**config.mk**
```make
export PLATFORM = sky130hd
export DESIGN_NAME = burst_dim_gen
export DESIGN_NICKNAME = d
export VERILOG_FILES = /design/src/rtl/burst_dim_pkg.sv /design/src/rtl/burst_src_sel.sv /design/src/rtl/burst_prescale.sv /design/src/rtl/burst_ctrl.sv /design/src/rtl/burst_dim_gen.sv
export SDC_FILE = /design/constraint.sdc
export NUM_CORES = 1
export LEC_CHECK = 0
export CELL_PAD_IN_SITES_DETAIL_PLACEMENT = 0
export CELL_PAD_IN_SITES_GLOBAL_PLACEMENT = 1
export CORE_MARGIN = 10
export CORE_UTILIZATION = 40
export DETAILED_ROUTE_END_ITERATION = 10
export MAX_ROUTING_LAYER = met4
export PLACE_DENSITY = 0.93
export SLEW_MARGIN = 0
export SYNTH_ARGS = -nofsm -noshare
export SYNTH_HDL_FRONTEND = slang
export SYNTH_SLANG_ARGS = --single-unit
```
**constraint.sdc**
```tcl
create_clock -name clk -period 4.6 [get_ports clk]
set_clock_uncertainty 0.2 [all_clocks]
set_input_delay 0.69 -clock clk [delete_from_list [all_inputs] [get_ports clk]]
set_output_delay 0.69 -clock clk [all_outputs]
set_load 0.02 [all_outputs]
```
**src/rtl/burst_dim_pkg.sv**
```systemverilog
package burst_dim_pkg;

    localparam int PRE_W = 3;

    typedef enum logic [1:0] {
        SRC_ANALOG   = 2'd0,
        SRC_INTERNAL = 2'd1,
        SRC_EXTERNAL = 2'd2
    } dim_mode_e;

    typedef enum logic [1:0] {
        DIV_BY2 = 2'd0,
        DIV_BY4 = 2'd1,
        DIV_BY8 = 2'd2
    } div_e;

    typedef struct packed {
        dim_mode_e mode;
        div_e      div;
    } burst_cfg_t;

    // three-state code: 00 low, 01 mid, 10 high, 11 treated as mid
    function automatic dim_mode_e decode_mode(input logic [1:0] code);
        case (code)
            2'b00:   return SRC_INTERNAL;
            2'b10:   return SRC_EXTERNAL;
            default: return SRC_ANALOG;
        endcase
    endfunction

    function automatic div_e decode_div(input logic [1:0] code);
        case (code)
            2'b10:   return DIV_BY2;
            2'b00:   return DIV_BY8;
            default: return DIV_BY4;
        endcase
    endfunction

    function automatic logic [PRE_W-1:0] div_last(input div_e d);
        case (d)
            DIV_BY2: return PRE_W'(1);
            DIV_BY8: return PRE_W'(7);
            default: return PRE_W'(3);
        endcase
    endfunction

endpackage

```
**src/rtl/burst_src_sel.sv**
```systemverilog
module burst_src_sel
    import burst_dim_pkg::*;
#(
    parameter int SYNC_STAGES = 2
) (
    input  logic      clk,
    input  logic      rst,
    input  dim_mode_e mode,
    input  logic      drv_a_tick,
    input  logic      ext_dim_clk,
    output logic      src_tick
);
    localparam int TOP = SYNC_STAGES - 1;

    logic [TOP:0] sync_q;
    logic         ext_prev_q;
    logic         half_q;
    logic         ext_rise;
    logic         int_tick;

    always_ff @(posedge clk) begin
        if (rst) begin
            sync_q     <= '0;
            ext_prev_q <= 1'b0;
            half_q     <= 1'b0;
        end else begin
            sync_q     <= {sync_q[TOP-1:0], ext_dim_clk};
            ext_prev_q <= sync_q[TOP];
            if (drv_a_tick) half_q <= ~half_q;
        end
    end

    assign ext_rise = sync_q[TOP] & ~ext_prev_q;
    assign int_tick = drv_a_tick & half_q;

    always_comb begin
        case (mode)
            SRC_INTERNAL: src_tick = int_tick;
            SRC_EXTERNAL: src_tick = ext_rise;
            default:      src_tick = 1'b0;
        endcase
    end

    // internal ticks never come back to back
    p_int_alternate_r3: assert property (@(posedge clk) disable iff (rst)
        int_tick |=> !int_tick);

    // one tick per external edge
    p_ext_single_r4: assert property (@(posedge clk) disable iff (rst)
        ext_rise |=> !ext_rise);

endmodule

```
**src/rtl/burst_prescale.sv**
```systemverilog
module burst_prescale
    import burst_dim_pkg::*;
(
    input  logic clk,
    input  logic rst,
    input  logic clear,
    input  logic src_tick,
    input  div_e div,
    output logic step
);
    logic [PRE_W-1:0] pc_q;
    logic [PRE_W-1:0] last;

    assign last = div_last(div);
    assign step = src_tick && (pc_q == last);

    always_ff @(posedge clk) begin
        if (rst || clear)  pc_q <= '0;
        else if (src_tick) pc_q <= step ? '0 : pc_q + 1'b1;
    end

    // prescale count stays inside the selected ratio
    p_pc_in_range_r5: assert property (@(posedge clk) disable iff (rst)
        pc_q <= div_last(div));

endmodule

```
**src/rtl/burst_ctrl.sv**
```systemverilog
module burst_ctrl
    import burst_dim_pkg::*;
#(
    parameter int CNT_W = 8
) (
    input  logic             clk,
    input  logic             rst,
    input  logic             step,
    input  burst_cfg_t       cfg_req,
    output burst_cfg_t       cfg_q,
    output logic [CNT_W-1:0] count_q,
    output logic             restart
);
    logic wrap;

    assign wrap    = step && (count_q == '1);
    assign restart = (cfg_q.mode == SRC_ANALOG) || wrap;

    always_ff @(posedge clk) begin
        if (rst) begin
            cfg_q.mode <= SRC_ANALOG;
            cfg_q.div  <= DIV_BY4;
            count_q    <= '0;
        end else if (restart) begin
            cfg_q   <= cfg_req;
            count_q <= '0;
        end else if (step) begin
            count_q <= count_q + 1'b1;
        end
    end

    // active settings only move at a period boundary or from analog
    p_cfg_held_r8: assert property (@(posedge clk) disable iff (rst)
        !restart |=> $stable(cfg_q));

    // analog mode keeps the counter parked
    p_analog_park_r2: assert property (@(posedge clk) disable iff (rst)
        (cfg_q.mode == SRC_ANALOG) |=> (count_q == '0));

    // each step advances the counter by one
    p_step_adv_r6: assert property (@(posedge clk) disable iff (rst)
        (step && !restart) |=> (count_q == $past(count_q) + 1'b1));

endmodule

```
**src/rtl/burst_dim_gen.sv**
```systemverilog
module burst_dim_gen
    import burst_dim_pkg::*;
#(
    parameter int CNT_W       = 8,
    parameter int SYNC_STAGES = 2
) (
    input  logic             clk,
    input  logic             rst,
    input  logic [1:0]       mode_sel,
    input  logic [1:0]       div_sel,
    input  logic [1:0]       pol_sel,
    input  logic             drv_a_tick,
    input  logic             ext_dim_clk,
    input  logic [CNT_W-1:0] bright,
    output logic             lamp_en,
    output logic [CNT_W-1:0] level_out
);
    burst_cfg_t       cfg_req;
    burst_cfg_t       cfg_q;
    logic [CNT_W-1:0] count_q;
    logic [CNT_W-1:0] eff;
    logic             src_tick;
    logic             step;
    logic             restart;

    assign cfg_req.mode = decode_mode(mode_sel);
    assign cfg_req.div  = decode_div(div_sel);

    // low code on the polarity input reverses the brightness sense
    assign eff       = (pol_sel == 2'b00) ? ~bright : bright;
    assign level_out = eff;

    burst_src_sel #(.SYNC_STAGES(SYNC_STAGES)) u_src (
        .clk         (clk),
        .rst         (rst),
        .mode        (cfg_q.mode),
        .drv_a_tick  (drv_a_tick),
        .ext_dim_clk (ext_dim_clk),
        .src_tick    (src_tick)
    );

    burst_prescale u_pre (
        .clk      (clk),
        .rst      (rst),
        .clear    (restart),
        .src_tick (src_tick),
        .div      (cfg_q.div),
        .step     (step)
    );

    burst_ctrl #(.CNT_W(CNT_W)) u_ctrl (
        .clk     (clk),
        .rst     (rst),
        .step    (step),
        .cfg_req (cfg_req),
        .cfg_q   (cfg_q),
        .count_q (count_q),
        .restart (restart)
    );

    always_comb begin
        if (cfg_q.mode == SRC_ANALOG) lamp_en = 1'b1;
        else                          lamp_en = (count_q < eff);
    end

    // a zero effective level never lights the lamp while bursting
    p_dark_zero_r6: assert property (@(posedge clk) disable iff (rst)
        ((cfg_q.mode != SRC_ANALOG) && (level_out == '0)) |-> !lamp_en);

endmodule

```
* Word-level counts from Yosys, hierarchy flattened
Cells that the tools add are included.
** Storage, ports and cells
- Register bits :: 19
- Bits of input ports :: 18
- Output and inout port bits :: 9
- Word-level logic and storage cells :: 39
** Cells by class
- $add $sub $neg :: 2
- Order comparisons :: 1
- Equality and inequality tests :: 7
- Mux-type cells :: 7
- Bitwise operators :: 5
- Reduce and logical (&&, ||, !) cells :: 10
** Operators with widths (number)
- $logic_not 2->1 :: 5
- $add 8x1->8 const B :: 1
- $eq 2x2->1 const B :: 4
- $eq 8x8->1 const B :: 1
- $lt 8x8->1 :: 1
- $mux 8 :: 1
- $not 8->8 :: 1
- $pmux 2 s2 :: 2
- $pmux 3 s2 :: 1
- $add 3x1->3 const B :: 1
- $eq 3x3->1 :: 1
- $mux 3 :: 1
- $and 1x1->1 :: 2
- $eq 2x1->1 const B :: 1
- $logic_and 1x1->1 :: 2
- $logic_or 1x1->1 :: 2
- $not 1->1 :: 2
- $pmux 1 s2 :: 1
- $reduce_or 2->1 :: 1
- $mux 1 :: 1

* Longest topological paths before layout
- Depth in word-level cells :: 7
- Depth in mapped cells :: 8
- Mapped depth without buffers :: 8

* Cells and area by module
From an unflattened synthesis, not the netlist that was laid out.
** Second synthesis, totals
- Cells, all modules :: 134
- Area total of the unflattened synthesis :: 1193.6 um^2
** By module, submodules not included
- burst_ctrl :: times used 1, cells each 59, area each 549.3 um^2, sequential area each 240.2 um^2
- burst_dim_gen :: times used 1, cells each 39, area each 292.8 um^2, sequential area each 0.0 um^2
- burst_prescale :: times used 1, cells each 20, area each 190.2 um^2, sequential area each 60.1 um^2
- burst_src_sel :: times used 1, cells each 16, area each 161.4 um^2, sequential area each 80.1 um^2

* Least setup slack after synthesis
No wires, ideal clock.
- Kind :: input to output
- From :: in pol_sel[1]
- To :: out lamp_en
- Data arrival time :: 2.758 ns
- Data required time :: 3.710 ns
- Path slack :: 0.952 ns
- Stages :: 8
- Buffers on the path :: 0
- Cells stage by stage :: nor2_2 > xor2_1 > inv_1 > ha_1 > o21a_1 > o21ai_0 > a21oi_1 > o311ai_1
** On the way
- Cells in the longest elaborated chain, start to end :: 4
** RTL lines
- start, declared :: line burst_dim_gen.sv:11 : input logic [1:0] pol_sel,
- $logic_not 2->1 :: line burst_dim_gen.sv:30 : assign eff = (pol_sel == 2'b00) ? ~bright : bright;
- $mux 8 :: line burst_dim_gen.sv:30
- net level_out[1] :: line burst_dim_gen.sv:16 : output logic [CNT_W-1:0] level_out
- $lt 8x8->1 :: line burst_dim_gen.sv:63 : else lamp_en = (count_q < eff);
- $mux 1 :: line burst_dim_gen.sv:62 : if (cfg_q.mode == SRC_ANALOG) lamp_en = 1'b1;
- end, declared :: line burst_dim_gen.sv:15 : output logic lamp_en,
The timed path passes the listed nets, and every way through them passes these cells.

* Final worst setup path
- From :: in pol_sel[1]
- To :: out lamp_en
** On the way
- Cells in the longest elaborated chain, start to end :: 4
** RTL lines (line)
- $logic_not 2->1 :: burst_dim_gen.sv:30
- $mux 8 :: burst_dim_gen.sv:30
- $lt 8x8->1 :: burst_dim_gen.sv:63
- $mux 1 :: burst_dim_gen.sv:62
No other way between the ends.

==> out/metrics.cfg <==
[run_status]
status = completed

[critical_path]
endpoint_kind = output pin
critPathMaxStageDelay_ns = 0.65
required_ns = 3.71
path_max_fanout = 8
cp_common_cell = clkdlybuf4s50_1
criticalPathCategory = input port to output pin
cp.arrival_ns = 3.33
crit_buf_inv = 3
cp_top_family = buffers and inverters
crit_path_cell_trace = clkdlybuf4s50_1 > nor2_2 > xor2_1 > inv_1 > ha_1 > a21oi_1 > o21ai_0 > a41o_1 > o311ai_1 > clkdlybuf4s50_1
slowest_stage = clkdlybuf4s50_1
worstSetupStartpointType = input port

[layout]
seq_area_sq_um = 380
antenna_cells = 0
fill_cells = 300
drive_gt1_share_pct = 7.19
syn_to_final_growth_pct = 25.8
post-route-util_pct = 52.2
fin_nets = 198
multi_input_area_sq_um = 826

[logic_synthesis]
syn_inst = 141
ys_types = 39
syn_area_per_cell_sq_um = 8.98
synth.cell_area_sq_mm = 0.00127
synth_edf_count = 0
ys_seq_elements = 19
ys_seq_area_share_pct = 30.0
syn-num-nets = 171
yosys_warnings = 0
async_flop_share_pct = 0
synth-main-ff-cell = dfxtp_1

[detailed_routing]
vias = 1122
ant_nets = 0
wire_per_inst_microns = 13.4
drtIter0Drc = 52
first_pass_iters = 4
via_per_inst = 5.32
drc_errors = 0
wl_microns = 2820

[placement]
hpwlAfterDp_microns = 2330
io_buffers = 26
routabilityCongestion = 0.740
pre_cts_ws_ns = 0.343

[global_routing]
track_usage_pct = 10.1
grt_pass1_vias = 1088
antenna_found_initial = 0
grt_pass1_wl_microns = 4890
grt_overflow = 0
grt_max_degree = 18

[pwr]
power.leakage_nw = 0.606
p_per_area_mw_per_mm2 = 214
ir_worst_vdd_mv = 0.142

[clocking]
cts_max_level = 1
cts_buffer_depth = 2
cts.clk_slew.worst_paths_ns = 0.11
cts_resized = 0
worstSkewPairLatency_ns = 0.31
cts_sinks = 19
cts-buffers-inserted = 3
holdBufCountCts = 0
cts_setup_buffers = 0
tritoncts = built
root_buffer = clkbuf_4

[sta]
slew-limit-headroom_pct = 29.8
setup_ws_ns = 0.380
timing.final.crit_share_pct = 91.7
setup_viol = 0
hold_violations = 0
rsz0062_at_grt = no
period_needed_ns = 4.22
max_freq_ghz = 0.237
whs_ns = 0.256
timing.setup.tns_ns = 0
slew_viol_final = 0
worst_pin_slew_ns = 1.05

[die]
fp-row-count = 20
ios = 27
die_area_sq_mm = 0.00582
die_h_microns = 76.3
placeableCoreArea_sq_mm = 0.00305
die_x_microns = 76.3
start_util_pct = 41.5

[job]
maxCapViolCount = 0

[min_path]
min_path_type = register to register

==> final timing paths <==
check,slack (ns),from,end,depth (start not counted)
worst max register to register,2.10,u_ctrl.cfg_q[2],u_pre.pc_q[0],6
worst max-delay path,0.38,pol_sel[1],lamp_en,10
worst min-delay path,0.26,u_src.sync_q[0],u_src.sync_q[1],1
worst min register to register,0.26,u_src.sync_q[0],u_src.sync_q[1],1
==> placed cells by master (no fill, tap or decap), types with 2 or more instances in the layout <==
cell / n
xnor2_1: 4
o21ai_0: 4
nor2_1: 10
dfxtp_1: 19
nand3_1: 5
nor2b_1: 4
o41ai_1: 2
or3_1: 3
clkbuf_4: 3
nand2_1: 6
mux2i_1: 2
inv_1: 11
and4_1: 2
ha_1: 12
a21oi_1: 10
nand4_1: 2
xor2_1: 6
o21ai_1: 2
and4b_1: 2
nor3_1: 7
mux2_4: 2
or4_1: 3
o311ai_1: 2
o31ai_1: 3
clkdlybuf4s50_1: 26
==> cell type report <==
type / instances / area share [%]
repair buffers: 26 / 16.3
inverters: 11 / 2.59
multi-input cells: 107 / 51.8
well taps: 44 / 3.46
clock inverters: 1 / 0.471
clock buffers: 3 / 1.41
flip-flops and latches: 19 / 23.9
==> per-stage QoR <==
| stage | power, W | cell area (sq um) | cells |
|---|---|---|---|
| 6_report | 0.000341 | 1590 | 211 |
| 2_1_floorplan | 0.000219 | 1270 | 141 |
| 3_5_place_dp | 0.000258 | 1560 | 207 |
| 3_3_place_gp | 0.000255 | 1560 | 207 |
| 4_1_cts | 0.000348 | 1590 | 211 |
| 5_1_grt | 0.000362 | 1590 | 211 |
==> per-layer routing <==
metal	global-route usage, %	share of wire [%]	vias to the layer above
met5	-	0	-
met4	2.97	1.0	0
met3	3.07	3.4	4
met2	17.8	52	24
met1	10.7	43	525
li1	-	-	569
==> flip-flops by register name (all words and copies together) (netlist names) <==
register and flops:
u_src.sync_q 2, u_src.half_q 1, u_ctrl.cfg_q 4, u_src.ext_prev_q 1, u_ctrl.count_q 8, u_pre.pc_q 3
==> cells by family after synthesis <==
logic type	share of synthesized area [%]
compound gates	18.5
flops	30.0
fa+ha+maj	11.9
simple gates	24.0
mux	3.95
xor+xnor	6.92
buf+inv	4.74
==> worst register-to-register path: cells and delay by family, from the launching register on <==
kind	cells	cell delay, ns
adders and majority gates	1	0.30
AOI/OAI and AO/OA	1	0.27
and+or+nand+nor	3	1.23
DFF	1	0.36
buffers and inverters	1	0.08
==> report_power, final <==
part	internal (W)	leakage, nW	switching (W)
combinational	0.0000428	0.438	0.0000385
sequential	0.000169	0.154	0.00000303
clock	0.0000332	0.0139	0.0000546
total	0.000245	0.606	0.0000962
==> cell usage after synthesis, types with 2 or more instances <==
cell type	n	area share, %
xnor2_1	4	2.8
nor2b_1	4	2.0
xor2_1	6	4.2
o21ai_0	4	1.6
dfxtp_1	19	30
clkbuf_1	3	0.89
mux2_4	2	2.4
nor3_1	7	2.8
nand4_1	2	0.99
mux2i_1	2	1.6
o21ai_1	2	0.79
and4_1	2	1.4
o41ai_1	2	1.4
nand3_1	5	2.0
and4b_1	2	1.6
or4_1	3	1.8
or3_1	3	1.5
o311ai_1	2	1.4
inv_1	11	3.3
nor2_1	10	3.0
o31ai_1	3	1.8
ha_1	12	12
a21oi_1	10	4.0
nand2_1	6	1.8
Note: power is estimated with default switching activity, not from simulation.
